### src/rtl/pchk_pkg.sv
package pchk_pkg;

    // Permission mask: bit0 read, bit1 write, bit2 execute
    typedef logic [2:0] perm_t;

    localparam perm_t PM_NONE = 3'b000;
    localparam perm_t PM_R    = 3'b001;
    localparam perm_t PM_RW   = 3'b011;
    localparam perm_t PM_X    = 3'b100;
    localparam perm_t PM_RX   = 3'b101;
    localparam perm_t PM_ALL  = 3'b111;

    // Lockdown key is {lock, R, W, X}
    function automatic logic [3:0] lock_key(input logic lk, input perm_t p);
        return {lk, p[0], p[1], p[2]};
    endfunction

    function automatic perm_t lockdown_mach(input logic [3:0] k);
        perm_t m;
        case (k)
            4'd2, 4'd3, 4'd14: m = PM_RW;
            4'd9, 4'd10:       m = PM_X;
            4'd11, 4'd13:      m = PM_RX;
            4'd12, 4'd15:      m = PM_R;
            default:           m = PM_NONE;
        endcase
        return m;
    endfunction

    function automatic perm_t lockdown_other(input logic [3:0] k);
        perm_t m;
        case (k)
            4'd1, 4'd10, 4'd11: m = PM_X;
            4'd2, 4'd4, 4'd15:  m = PM_R;
            4'd3, 4'd6:         m = PM_RW;
            4'd5:               m = PM_RX;
            4'd7:               m = PM_ALL;
            default:            m = PM_NONE;
        endcase
        return m;
    endfunction

    function automatic logic covers(input perm_t have, input perm_t want);
        return (want & ~have) == PM_NONE;
    endfunction

endpackage

### src/rtl/pchk_judge.sv
module pchk_judge
    import pchk_pkg::*;
(
    input  logic  hit,
    input  logic  partial,
    input  logic  e_lock,
    input  perm_t e_perm,
    input  logic  mach,
    input  logic  lockdown,
    input  logic  whitelist,
    input  perm_t req,
    output logic  grant,
    output perm_t allow
);
    always_comb begin
        grant = 1'b0;
        allow = PM_NONE;
        if (partial) begin
            grant = 1'b0;
            allow = PM_NONE;
        end else if (hit) begin
            if (lockdown) begin
                allow = mach ? lockdown_mach(lock_key(e_lock, e_perm))
                             : lockdown_other(lock_key(e_lock, e_perm));
            end else begin
                allow = (mach && !e_lock) ? PM_ALL : e_perm;
            end
            grant = covers(allow, req);
        end else if (whitelist) begin
            grant = 1'b0;
            allow = PM_NONE;
        end else if (lockdown) begin
            if (mach && !req[2]) begin
                grant = 1'b1;
                allow = PM_RW;
            end
        end else if (mach) begin
            grant = 1'b1;
            allow = PM_ALL;
        end
    end
endmodule

### config.mk
export PLATFORM = sky130hd
export DESIGN_NAME = pchk_judge
export DESIGN_NICKNAME = d
export VERILOG_FILES = /design/src/rtl/pchk_pkg.sv /design/src/rtl/pchk_judge.sv
export SDC_FILE = /design/constraint.sdc
export NUM_CORES = 1
export LEC_CHECK = 0
export ABC_AREA = 1
export BUFFER_PORTS_ARGS = -buffer_cell sky130_fd_sc_hd__clkbuf_2
export CORE_AREA = 10 10 47 49
export DETAILED_ROUTE_END_ITERATION = 12
export DIE_AREA = 0 0 57 59
export GPL_TIMING_DRIVEN = 0
export PLACE_DENSITY_LB_ADDON = 0.05
export SLEW_MARGIN = 20
export SYNTH_ARGS = -nofsm -noshare
export SYNTH_HDL_FRONTEND = slang
export SYNTH_SLANG_ARGS = --single-unit
### constraint.sdc
create_clock -name vclk -period 1.35
set_input_delay 0.27 -clock vclk [all_inputs]
set_output_delay 0.27 -clock vclk [all_outputs]
set_load 0.01 [all_outputs]
== Word level (Yosys, flattened, before mapping) ==
Memories as Yosys holds them, arrays and structs flattened.
Cells that the tools add are included.

* Bits in registers: 0
* ROM bits: 96
* Bits of input ports: 12
* Memories: 2

{| class="wikitable"
|+ Memories
! name !! words !! width !! rd ports !! clocked after memory_dff !! write ports !! RTL line !! source
|-
| (no name shown) || 16 || 3 || 1 || 0 || 0 || pchk_pkg.sv:20 || <nowiki>case (k)</nowiki>
|-
| (no name shown) || 16 || 3 || 1 || 0 || 0 || pchk_pkg.sv:32 || <nowiki>case (k)</nowiki>
|}

* Muxes and demuxes: 17
* Bitwise gates (word level): 2
* Reductions and logical operators: 5

{| class="wikitable"
|+ Operators with widths
! operator !! number
|-
| $mux W3 || 10
|-
| $mux W1 || 6
|-
| $and A3 B3 Y3 || 1
|-
| $logic_not A3 Y1 || 1
|-
| $not A3 Y3 || 1
|-
| $logic_and A1 B1 Y1 || 2
|-
| $logic_not A1 Y1 || 2
|-
| $mux W2 || 1
|}

== Depth between registers and ports, before layout ==
Gate-level depths: netlist of the first run.

* Word-level depth: 11
* Mapped depth: 9

== Least setup slack after synthesis of the first run ==
OpenSTA, ideal clock, no wires.

* Path kind: input-to-output
* Start: input e_lock
* End: output grant
* Arrival time: 0.966 ns
* Slack: 0.114 ns
* Stages: 9
* Path buffers: 0
* Path through: inv_2 -> nand2_1 -> nand2_1 -> nand2_1 -> nand2_1 -> nand3_1 -> nand3_1 -> nand4_1 -> a21oi_1

* Longest elaborated chain between the ends: 11

{| class="wikitable"
|+ Ends and longest elaborated chain
! element !! RTL line !! source
|-
| from (decl) || pchk_judge.sv:6 || <nowiki>input logic e_lock,</nowiki>
|-
| parallel branches: the longest is 3 deep, another holds $mem_v2 Z16 W3 || - ||
|-
| $mux W3 (*) || pchk_judge.sv:22 || <nowiki>if (lockdown) begin</nowiki>
|-
| $mux W3 (*) || pchk_judge.sv:21 || <nowiki>end else if (hit) begin</nowiki>
|-
| $mux W3 (*) || pchk_judge.sv:18 || <nowiki>if (partial) begin</nowiki>
|-
| $not A3 Y3 (*) || pchk_pkg.sv:44 || <nowiki>return (want & ~have) == PM_NONE;</nowiki>
|-
| $and A3 B3 Y3 (*) || pchk_pkg.sv:44 ||
|-
| $logic_not A3 Y1 (*) || pchk_pkg.sv:44 ||
|-
| $mux W1 (*) || pchk_judge.sv:21 ||
|-
| $mux W1 (*) || pchk_judge.sv:18 ||
|-
| to (decl) || pchk_judge.sv:12 || <nowiki>output logic grant,</nowiki>
|}

Mark *: on every way between the ends. The select of a mux whose other input is x is not followed.

== Final worst setup path of the first run ==
* Start: input e_perm[0]
* End: output grant

* Longest elaborated chain between the ends: 10

{| class="wikitable"
|+ Ends and longest elaborated chain
! element !! RTL line !! source
|-
| from (decl) || pchk_judge.sv:7 || <nowiki>input perm_t e_perm,</nowiki>
|-
| $mem_v2 Z16 W3 (on tied branches) || - ||
|-
| $mux W3 || pchk_judge.sv:23 || <nowiki>allow = mach ? lockdown_mach(lock_key(e_lock, e_perm))</nowiki>
|-
| $mux W3 (*) || pchk_judge.sv:22 ||
|-
| $mux W3 (*) || pchk_judge.sv:21 ||
|-
| $mux W3 (*) || pchk_judge.sv:18 ||
|-
| $not A3 Y3 (*) || pchk_pkg.sv:44 ||
|-
| $and A3 B3 Y3 (*) || pchk_pkg.sv:44 ||
|-
| $logic_not A3 Y1 (*) || pchk_pkg.sv:44 ||
|-
| $mux W1 (*) || pchk_judge.sv:21 ||
|-
| $mux W1 (*) || pchk_judge.sv:18 ||
|}

Every way passes the cells marked *; elsewhere a longest branch is shown, timed or not. The select of a mux whose other input is x is not followed.

==> impl_metrics.py, run 1 <==
metrics = {
    "sta": {
        "tightest_slew_ns": 0.224,
        "period_minus_slack_ns": 1.44,
        "setup-violations-final": 4,
        "slew-limit-headroom_pct": 85.0,
        "fmax_mhz": 692,
        "hold_viol": 0,
        "tns_ns": -0.177,
        "maxSlewViolCount": 0,
        "fin_crit_sh_pct": 107,
        "grt_setup_unrepaired": "yes",
        "post-route-worst-setup-slack_ns": -0.0941,
    },
    "die": {
        "die-area_um2": 3360,
        "core-area_um2": 1400,
        "initial_core_util_pct": 18.0,
        "rows": 14,
        "pin_count": 16,
        "die_w_um": 57,
        "die_y_um": 59,
    },
    "layout": {
        "drive_gt1_share_pct": 50.0,
        "nets": 82,
        "layout.cells.non_filler": 84,
        "multi_input_area_um2": 270,
        "seq_cell_count": 0,
        "fin_util_pct": 34.7,
        "regArea_um2": 0,
        "n_antenna_cell": 0,
        "final_area_um2": 487,
        "syn2layout_area_growth_pct": 92.6,
        "nClkBuffers": 0,
        "num-fill-cells": 172,
    },
    "cts": {
        "postCtsSetupRepairBufs": 0,
        "cts_hold_buffers": 0,
    },
    "grt": {
        "grt_overflow": 0,
        "grt_first_pass_wirelength_um": 1740,
        "grt.total_usage_pct": 5.83,
        "grt_max_degree": 8,
        "grt_pass1_vias": 416,
        "antenna_found_initial": 0,
    },
    "routing": {
        "drt_iter0_markers": 7,
        "avgRoutedWirePerCell_um": 11.8,
        "dr.pass1.iters": 4,
        "via_per_inst": 4.76,
        "ant_nets": 0,
        "wl_um": 992,
        "vias": 400,
        "drc": 0,
    },
    "yosys": {
        "syn_area_per_cell_um2": 4.86,
        "synth_most_common_cell": "nand2_1",
        "yosys_warnings": 0,
        "post-synth-top-area-fraction_pct": 29.7,
        "synth.distinct_cells": 15,
        "synth_common_cells": "20 x nand2_1, 7 x nand3_1, 5 x inv_1, 4 x a21oi_1, 3 x o21ai_0",
        "synth_area_um2": 253,
        "yosys.area.top_type": "nand2_1",
        "syn_nets": 64,
        "syn-instance-count": 52,
        "synth.area.top_cells": "nand2_1 30%, nand3_1 14%, a21oi_1 7.9%",
        "yosysSeqAreaShare_pct": 0,
    },
    "critical_path": {
        "cp.required_ns": 1.08,
        "timing.critical_path.from": "e_perm[0]",
        "crit_path_end": "grant",
        "criticalPathCategory": "in -> out",
        "worstPathArrival_ns": 1.17,
        "crit_fanout": 4,
        "critPathCaptureType": "output pin",
        "crit_path_start_kind": "input port",
    },
    "outcome": {
        "failed_checks": "setup timing",
        "outcome": "finished with violations",
    },
    "placement": {
        "hpwl_um": 822,
        "globalplace.congestion": 0.804,
        "dpl_cell_area_um2": 353,
        "io_buffer_count": 16,
        "dp.cells": 84,
    },
    "flow_run": {
        "cap_violations": 0,
    },
    "power_and_ir_drop": {
        "leakage_nw": 0.251,
        "vdd_drop_max_v": 0.0000867,
        "powerDensity_nw_per_um2": 311,
        "p_total_uw": 152,
    },
    "min_path": {
        "hold_class": "in -> out",
    },
}
## layout by cell type, fill, tap and decap left out, types with 3 or more instances in the layout
cell      synthesis  layout
nand2_1          20      18
clkbuf_2          0       6
clkbuf_8          0       4
buf_2             0       4
inv_4             0       3
nand3_2           2       7
a21oi_1           4       3
o21ai_1           2       3
inv_1             5       3
## area by class of cell
type	count	share of cell area, %
well taps	16	4.11
repair buffers	16	31.9
multi-input cells	45	55.5
inverters	7	8.48
## per-layer routing
| metal | vias to the layer above | track usage (%) | share of wire (%) |
|---|---|---|---|
| met4 | 0 | 1.34 | 2.1 |
| met1 | 172 | 6.63 | 43 |
| met3 | 2 | 1.50 | 9.2 |
| li1 | 213 | - | - |
| met2 | 13 | 10.5 | 46 |
| met5 | - | 0 | 0 |
## worst max-delay path, cell delays in order
cell and delay (ns):
clkbuf_8 0.13, inv_4 0.06, nand2_2 0.05, nand2_1 0.05, nand2_1 0.05, nand2_1 0.06, nand3_2 0.07, nand3_2 0.08
nand4_1 0.09, a21oi_2 0.12, buf_2 0.13
## worst min path at each step
stage	from	to	cells past startpoint
after detailed placement	partial	allow[1]	3
after global placement	partial	allow[1]	3
after floorplan	partial	allow[0]	1
after global routing	partial	grant	3
after CTS	partial	allow[1]	3
final	partial	grant	3
## cells by family (layout without fill, tap and decap cells)
| family | Yosys count | in the layout | synth area share [%] |
|---|---|---|---|
| AO/OA/AOI/OAI | 12 | 12 | 27.7 |
| AND/OR/NAND/NOR | 33 | 33 | 61.9 |
| buffers and inverters | 7 | 23 | 10.4 |
## report_power, final
part           internal (mW)  total [mW]  switching [mW]
sequential                 0           0               0
combinational         0.0718       0.152          0.0797
clock                      0           0               0
total                 0.0718       0.152          0.0797
## per-stage QoR
stage / setup WS [ns] / hold WS [ns]
floorplan: 0.114 / 0.584
CTS: -0.134 / 0.826
finish: -0.0941 / 0.829
global route: -0.197 / 0.852
detailed placement: -0.200 / 0.818
global placement: -0.239 / 0.822
## timing repair
action                     in CTS  in global routing
resized for setup              29                  8
pin swaps                      12                  6
setup endpoints to repair       4                  4
(Power assumes the default switching activity.)
==> run 2, diff against run 1 <==
ABC_CLOCK_PERIOD_IN_PS = 1350   (was unset)
CELL_PAD_IN_SITES_DETAIL_PLACEMENT = 0   (was unset)
CELL_PAD_IN_SITES_GLOBAL_PLACEMENT = 1   (was unset)
==> impl_metrics.py, run 2 (same netlist as run 1, synthesis figures left out) <==
metrics = {
    "sta": {
        "post-route-worst-setup-slack_ns": -0.0984,
        "grt_setup_unrepaired": "yes",
        "period_minus_slack_ns": 1.45,
        "tightest_slew_ns": 0.214,
        "fmax_mhz": 690,
        "hold_slack_ns": 0.820,
        "fin_crit_sh_pct": 107,
        "maxSlewViolCount": 0,
        "hold_viol": 0,
        "setup-violations-final": 3,
        "slew-limit-headroom_pct": 85.6,
    },
    "die": {
        "die-area_um2": 3360,
        "pin_count": 16,
        "initial_core_util_pct": 18.0,
        "die_w_um": 57,
        "rows": 14,
        "core-area_um2": 1400,
        "die_y_um": 59,
    },
    "layout": {
        "layout_commonest_cell": "nand2_1",
        "syn2layout_area_growth_pct": 85.1,
        "num-fill-cells": 174,
        "mostFrequentLayoutCells": "18 x nand2_1, 7 x nand3_2, 7 x clkbuf_2",
        "n_antenna_cell": 0,
        "nets": 82,
        "seq_cell_count": 0,
        "regArea_um2": 0,
        "drive_gt1_share_pct": 48.5,
        "nClkBuffers": 0,
    },
    "cts": {
        "postCtsSetupRepairBufs": 0,
    },
    "power_and_ir_drop": {
        "powerDensity_nw_per_um2": 314,
        "leakage_nw": 0.246,
        "pwr-share-seq_pct": 0,
        "intPower_uw": 67.5,
        "vdd_drop_max_v": 0.0000724,
        "swShare_pct": 54.1,
        "p_switching_uw": 79.5,
        "power_frac_clock_pct": 0,
        "combPwrFrac_pct": 100.0,
    },
    "critical_path": {
        "worstPathArrival_ns": 1.18,
        "crit_path_frequent_cell": "nand3_2",
        "crit_path_top_delay_cell": "clkbuf_8",
        "cp.required_ns": 1.08,
        "criticalPathCategory": "in -> out",
        "cp_slowest_stage_delay_ns": 0.14,
        "critPathCaptureType": "output pin",
        "crit_fanout": 6,
        "crit_path_start_kind": "input port",
        "path_cells": "clkbuf_8 -> inv_6 -> nand3_1 -> nand3_2 -> nand3_2 -> nand3_2 -> nand4_1 -> a21oi_2 -> buf_2",
    },
    "placement": {
        "hpwl_um": 837,
        "io_buffer_count": 16,
        "globalplace.congestion": 0.693,
        "dpl_worst_slack_ns": -0.195,
    },
    "min_path": {
        "hold_path.startpoint": "partial",
        "hold_depth": 3,
        "hold_class": "in -> out",
        "min_to": "allow[0]",
    },
    "routing": {
        "ant_nets": 0,
        "wl_um": 999,
        "drt_iter0_markers": 9,
        "avgRoutedWirePerCell_um": 11.9,
        "vias": 405,
        "dr.pass1.iters": 4,
        "drc": 0,
        "via_per_inst": 4.82,
    },
    "grt": {
        "grt.total_usage_pct": 5.82,
        "grt_pass1_vias": 422,
        "grt_overflow": 0,
        "grt_max_degree": 8,
        "antenna_found_initial": 0,
        "grt_first_pass_wirelength_um": 1750,
    },
    "outcome": {
        "failed_checks": "setup timing",
        "outcome": "finished with violations",
    },
    "flow_run": {
        "cap_violations": 0,
    },
}
## run 2: per-stage QoR
| stage | cells | power (mW) | util [%] | TNS (ns) | cell area, um2 |
|---|---|---|---|---|---|
| after floorplan | 52 | 0.0609 | - | 0 | 253 |
| after global routing | 84 | 0.164 | 33.4 | -0.602 | 468 |
| after CTS | 84 | 0.131 | 30.0 | -0.268 | 420 |
| after global placement | 84 | 0.113 | 25.2 | -0.622 | 353 |
| final | 84 | 0.147 | 33.4 | -0.200 | 468 |
| after detailed placement | 84 | 0.110 | 25.2 | -0.505 | 353 |
## run 2: worst max-delay path by stage
stage | start | to | slack (ns) | depth (start not counted)
5_1_grt | e_lock | grant | -0.21 | 9
3_3_place_gp | e_lock | grant | -0.23 | 11
4_1_cts | e_perm[1] | grant | -0.15 | 9
3_5_place_dp | e_lock | grant | -0.19 | 11
2_1_floorplan | e_lock | grant | 0.11 | 9
6_report | e_lock | grant | -0.1 | 9
## run 2: per-layer routing
| layer | GRT usage (%) | part of all wire (%) |
|---|---|---|
| met2 | 10.7 | 45 |
| met4 | 0 | 0 |
| met5 | 0 | 0 |
| met1 | 6.48 | 45 |
| met3 | 2.36 | 9.8 |
## run 2: critical path: cells and delay by family
kind                   cells  cell delay, ns
and+or+nand+nor            5            0.45
buffers and inverters      3            0.34
AOI/OAI and AO/OA          1            0.12
## run 2: layout make-up
type / instances / area, um2 / area share [%]
Multi-Input combinational cell: 45 / 273 / 58.3
Tap cell: 16 / 20.0 / 4.28
Inverter: 7 / 38.8 / 8.29
Timing Repair Buffer: 16 / 136 / 29.1
## run 2: power groups by stage
| stage | Sequential [mW] | Combinational, mW | Clock (mW) |
|---|---|---|---|
| finish | 0 | 0.147 | 0 |
| global route | 0 | 0.164 | 0 |
| CTS | 0 | 0.131 | 0 |
| detailed placement | 0 | 0.110 | 0 |
| global placement | 0 | 0.113 | 0 |
| floorplan | 0 | 0.0609 | 0 |
## run 2: repair_timing
action | CTS | global route
pin swaps | 5 | 9
hold buffers | 0 | 0
resized for setup | 16 | 20
endpoints found under the setup margin | 4 | 4
==> run 3, diff against run 2 <==
ABC_CLOCK_PERIOD_IN_PS = 1200   (was 1350)
clock period = 1.2 ns   (was 1.35 ns; I/O delays follow)
==> impl_metrics.py, run 3 (same netlist as run 1, synthesis figures left out) <==
metrics = {
    "die": {
        "die-area_um2": 3360,
        "die_y_um": 59,
        "die_w_um": 57,
        "initial_core_util_pct": 18.0,
        "pin_count": 16,
        "core-area_um2": 1400,
        "rows": 14,
    },
    "critical_path": {
        "crit_path_start_kind": "input port",
        "cp.required_ns": 0.96,
        "worstPathArrival_ns": 1.16,
        "cp_slowest_stage_delay_ns": 0.16,
        "criticalPathCategory": "in -> out",
        "crit_path_top_delay_cell": "o21ai_2",
        "path_cells": "clkbuf_16 -> inv_8 -> nor2_4 -> o21ai_2 -> nand3_2 -> nand3_2 -> nand4_1 -> a21oi_2 -> buf_2",
        "crit_path_frequent_cell": "nand3_2",
        "critPathCaptureType": "output pin",
        "crit_fanout": 6,
    },
    "sta": {
        "tns_ns": -0.510,
        "period_minus_slack_ns": 1.40,
        "grt_setup_unrepaired": "yes",
        "setup-violations-final": 4,
        "tightest_slew_ns": 0.211,
        "post-route-worst-setup-slack_ns": -0.198,
        "hold_slack_ns": 0.760,
        "maxSlewViolCount": 0,
        "hold_viol": 0,
        "slew-limit-headroom_pct": 85.9,
        "fin_crit_sh_pct": 117,
        "fmax_mhz": 715,
    },
    "layout": {
        "final_area_um2": 497,
        "layout_commonest_cell": "nand2_1",
        "seq_cell_count": 0,
        "layout.cells.non_filler": 84,
        "n_antenna_cell": 0,
        "regArea_um2": 0,
        "nets": 82,
        "drive_gt1_share_pct": 47.1,
        "fin_util_pct": 35.4,
        "mostFrequentLayoutCells": "17 x nand2_1, 6 x clkbuf_2, 5 x nand3_2",
        "syn2layout_area_growth_pct": 96.5,
        "nClkBuffers": 0,
    },
    "placement": {
        "io_buffer_count": 16,
        "hpwl_um": 837,
        "dpl_worst_slack_ns": -0.285,
        "globalplace.congestion": 0.693,
        "dpl_cell_area_um2": 353,
        "dp.cells": 84,
    },
    "grt": {
        "grt_overflow": 0,
        "grt_first_pass_wirelength_um": 1840,
        "antenna_found_initial": 0,
        "grt_max_degree": 8,
        "grt.total_usage_pct": 6.16,
        "grt_pass1_vias": 435,
    },
    "min_path": {
        "hold_path.startpoint": "partial",
        "min_to": "grant",
        "hold_depth": 3,
        "hold_class": "in -> out",
    },
    "routing": {
        "avgRoutedWirePerCell_um": 12.9,
        "wl_um": 1080,
        "ant_nets": 0,
        "via_per_inst": 4.93,
        "dr.pass1.iters": 2,
        "drt_iter0_markers": 2,
        "drc": 0,
        "vias": 414,
    },
    "outcome": {
        "outcome": "finished with violations",
        "failed_checks": "setup timing",
    },
    "power_and_ir_drop": {
        "leakage_nw": 0.258,
        "p_total_uw": 176,
        "vdd_drop_max_v": 0.0000887,
        "powerDensity_nw_per_um2": 353,
    },
    "flow_run": {
        "cap_violations": 0,
    },
    "cts": {
        "postCtsSetupRepairBufs": 0,
    },
}
==> run 3: changes by cell type in the layout (fill, tap and decap cells not counted), sizes merged <==
cell	before	now
buf	5	4
clkbuf	11	12
==> run 3: final cells by class <==
class | instances | area (um2)
Fill cell | 166 | 905
Timing Repair Buffer | 16 | 166
Inverter | 7 | 46.3
Tap cell | 16 | 20.0
Multi-Input combinational cell | 45 | 264
==> run 3: critical path, delay by kind of cell <==
kind	cells	cell delay, ns
buffers and inverters	3	0.33
AND/OR/NAND/NOR	4	0.30
AO/OA/AOI/OAI	2	0.28
==> run 3: how the worst max path moves through the flow <==
stage	from	depth (start not counted)	to	slack, ns
2_1_floorplan	e_lock	9	grant	0.02
3_3_place_gp	e_lock	11	grant	-0.32
3_5_place_dp	e_lock	11	grant	-0.28
4_1_cts	e_perm[0]	9	grant	-0.22
5_1_grt	e_lock	9	grant	-0.29
6_report	e_lock	9	grant	-0.20
==> run 3: where the power goes <==
| part | switching [mW] | internal, mW |
|---|---|---|
| Sequential | 0 | 0 |
| Clock | 0 | 0 |
| Combinational | 0.0910 | 0.0845 |
| Total | 0.0910 | 0.0845 |
==> run 3: routing by layer <==
layer | share of wire [%] | routed length, um | vias to the layer above | GRT usage, %
li1 | - | - | 215 | -
met1 | 44 | 475 | 186 | 6.83
met2 | 47 | 507 | 13 | 11.5
met3 | 9.1 | 99 | 0 | 2.36
met4 | 0 | 0 | 0 | 0
met5 | 0 | 0 | - | 0
==> run 3: repair_timing <==
item | in CTS | in global routing
pin swaps | 7 | 3
resized for setup | 26 | 12
hold buffers | 0 | 0
endpoints found under the setup margin | 4 | 4
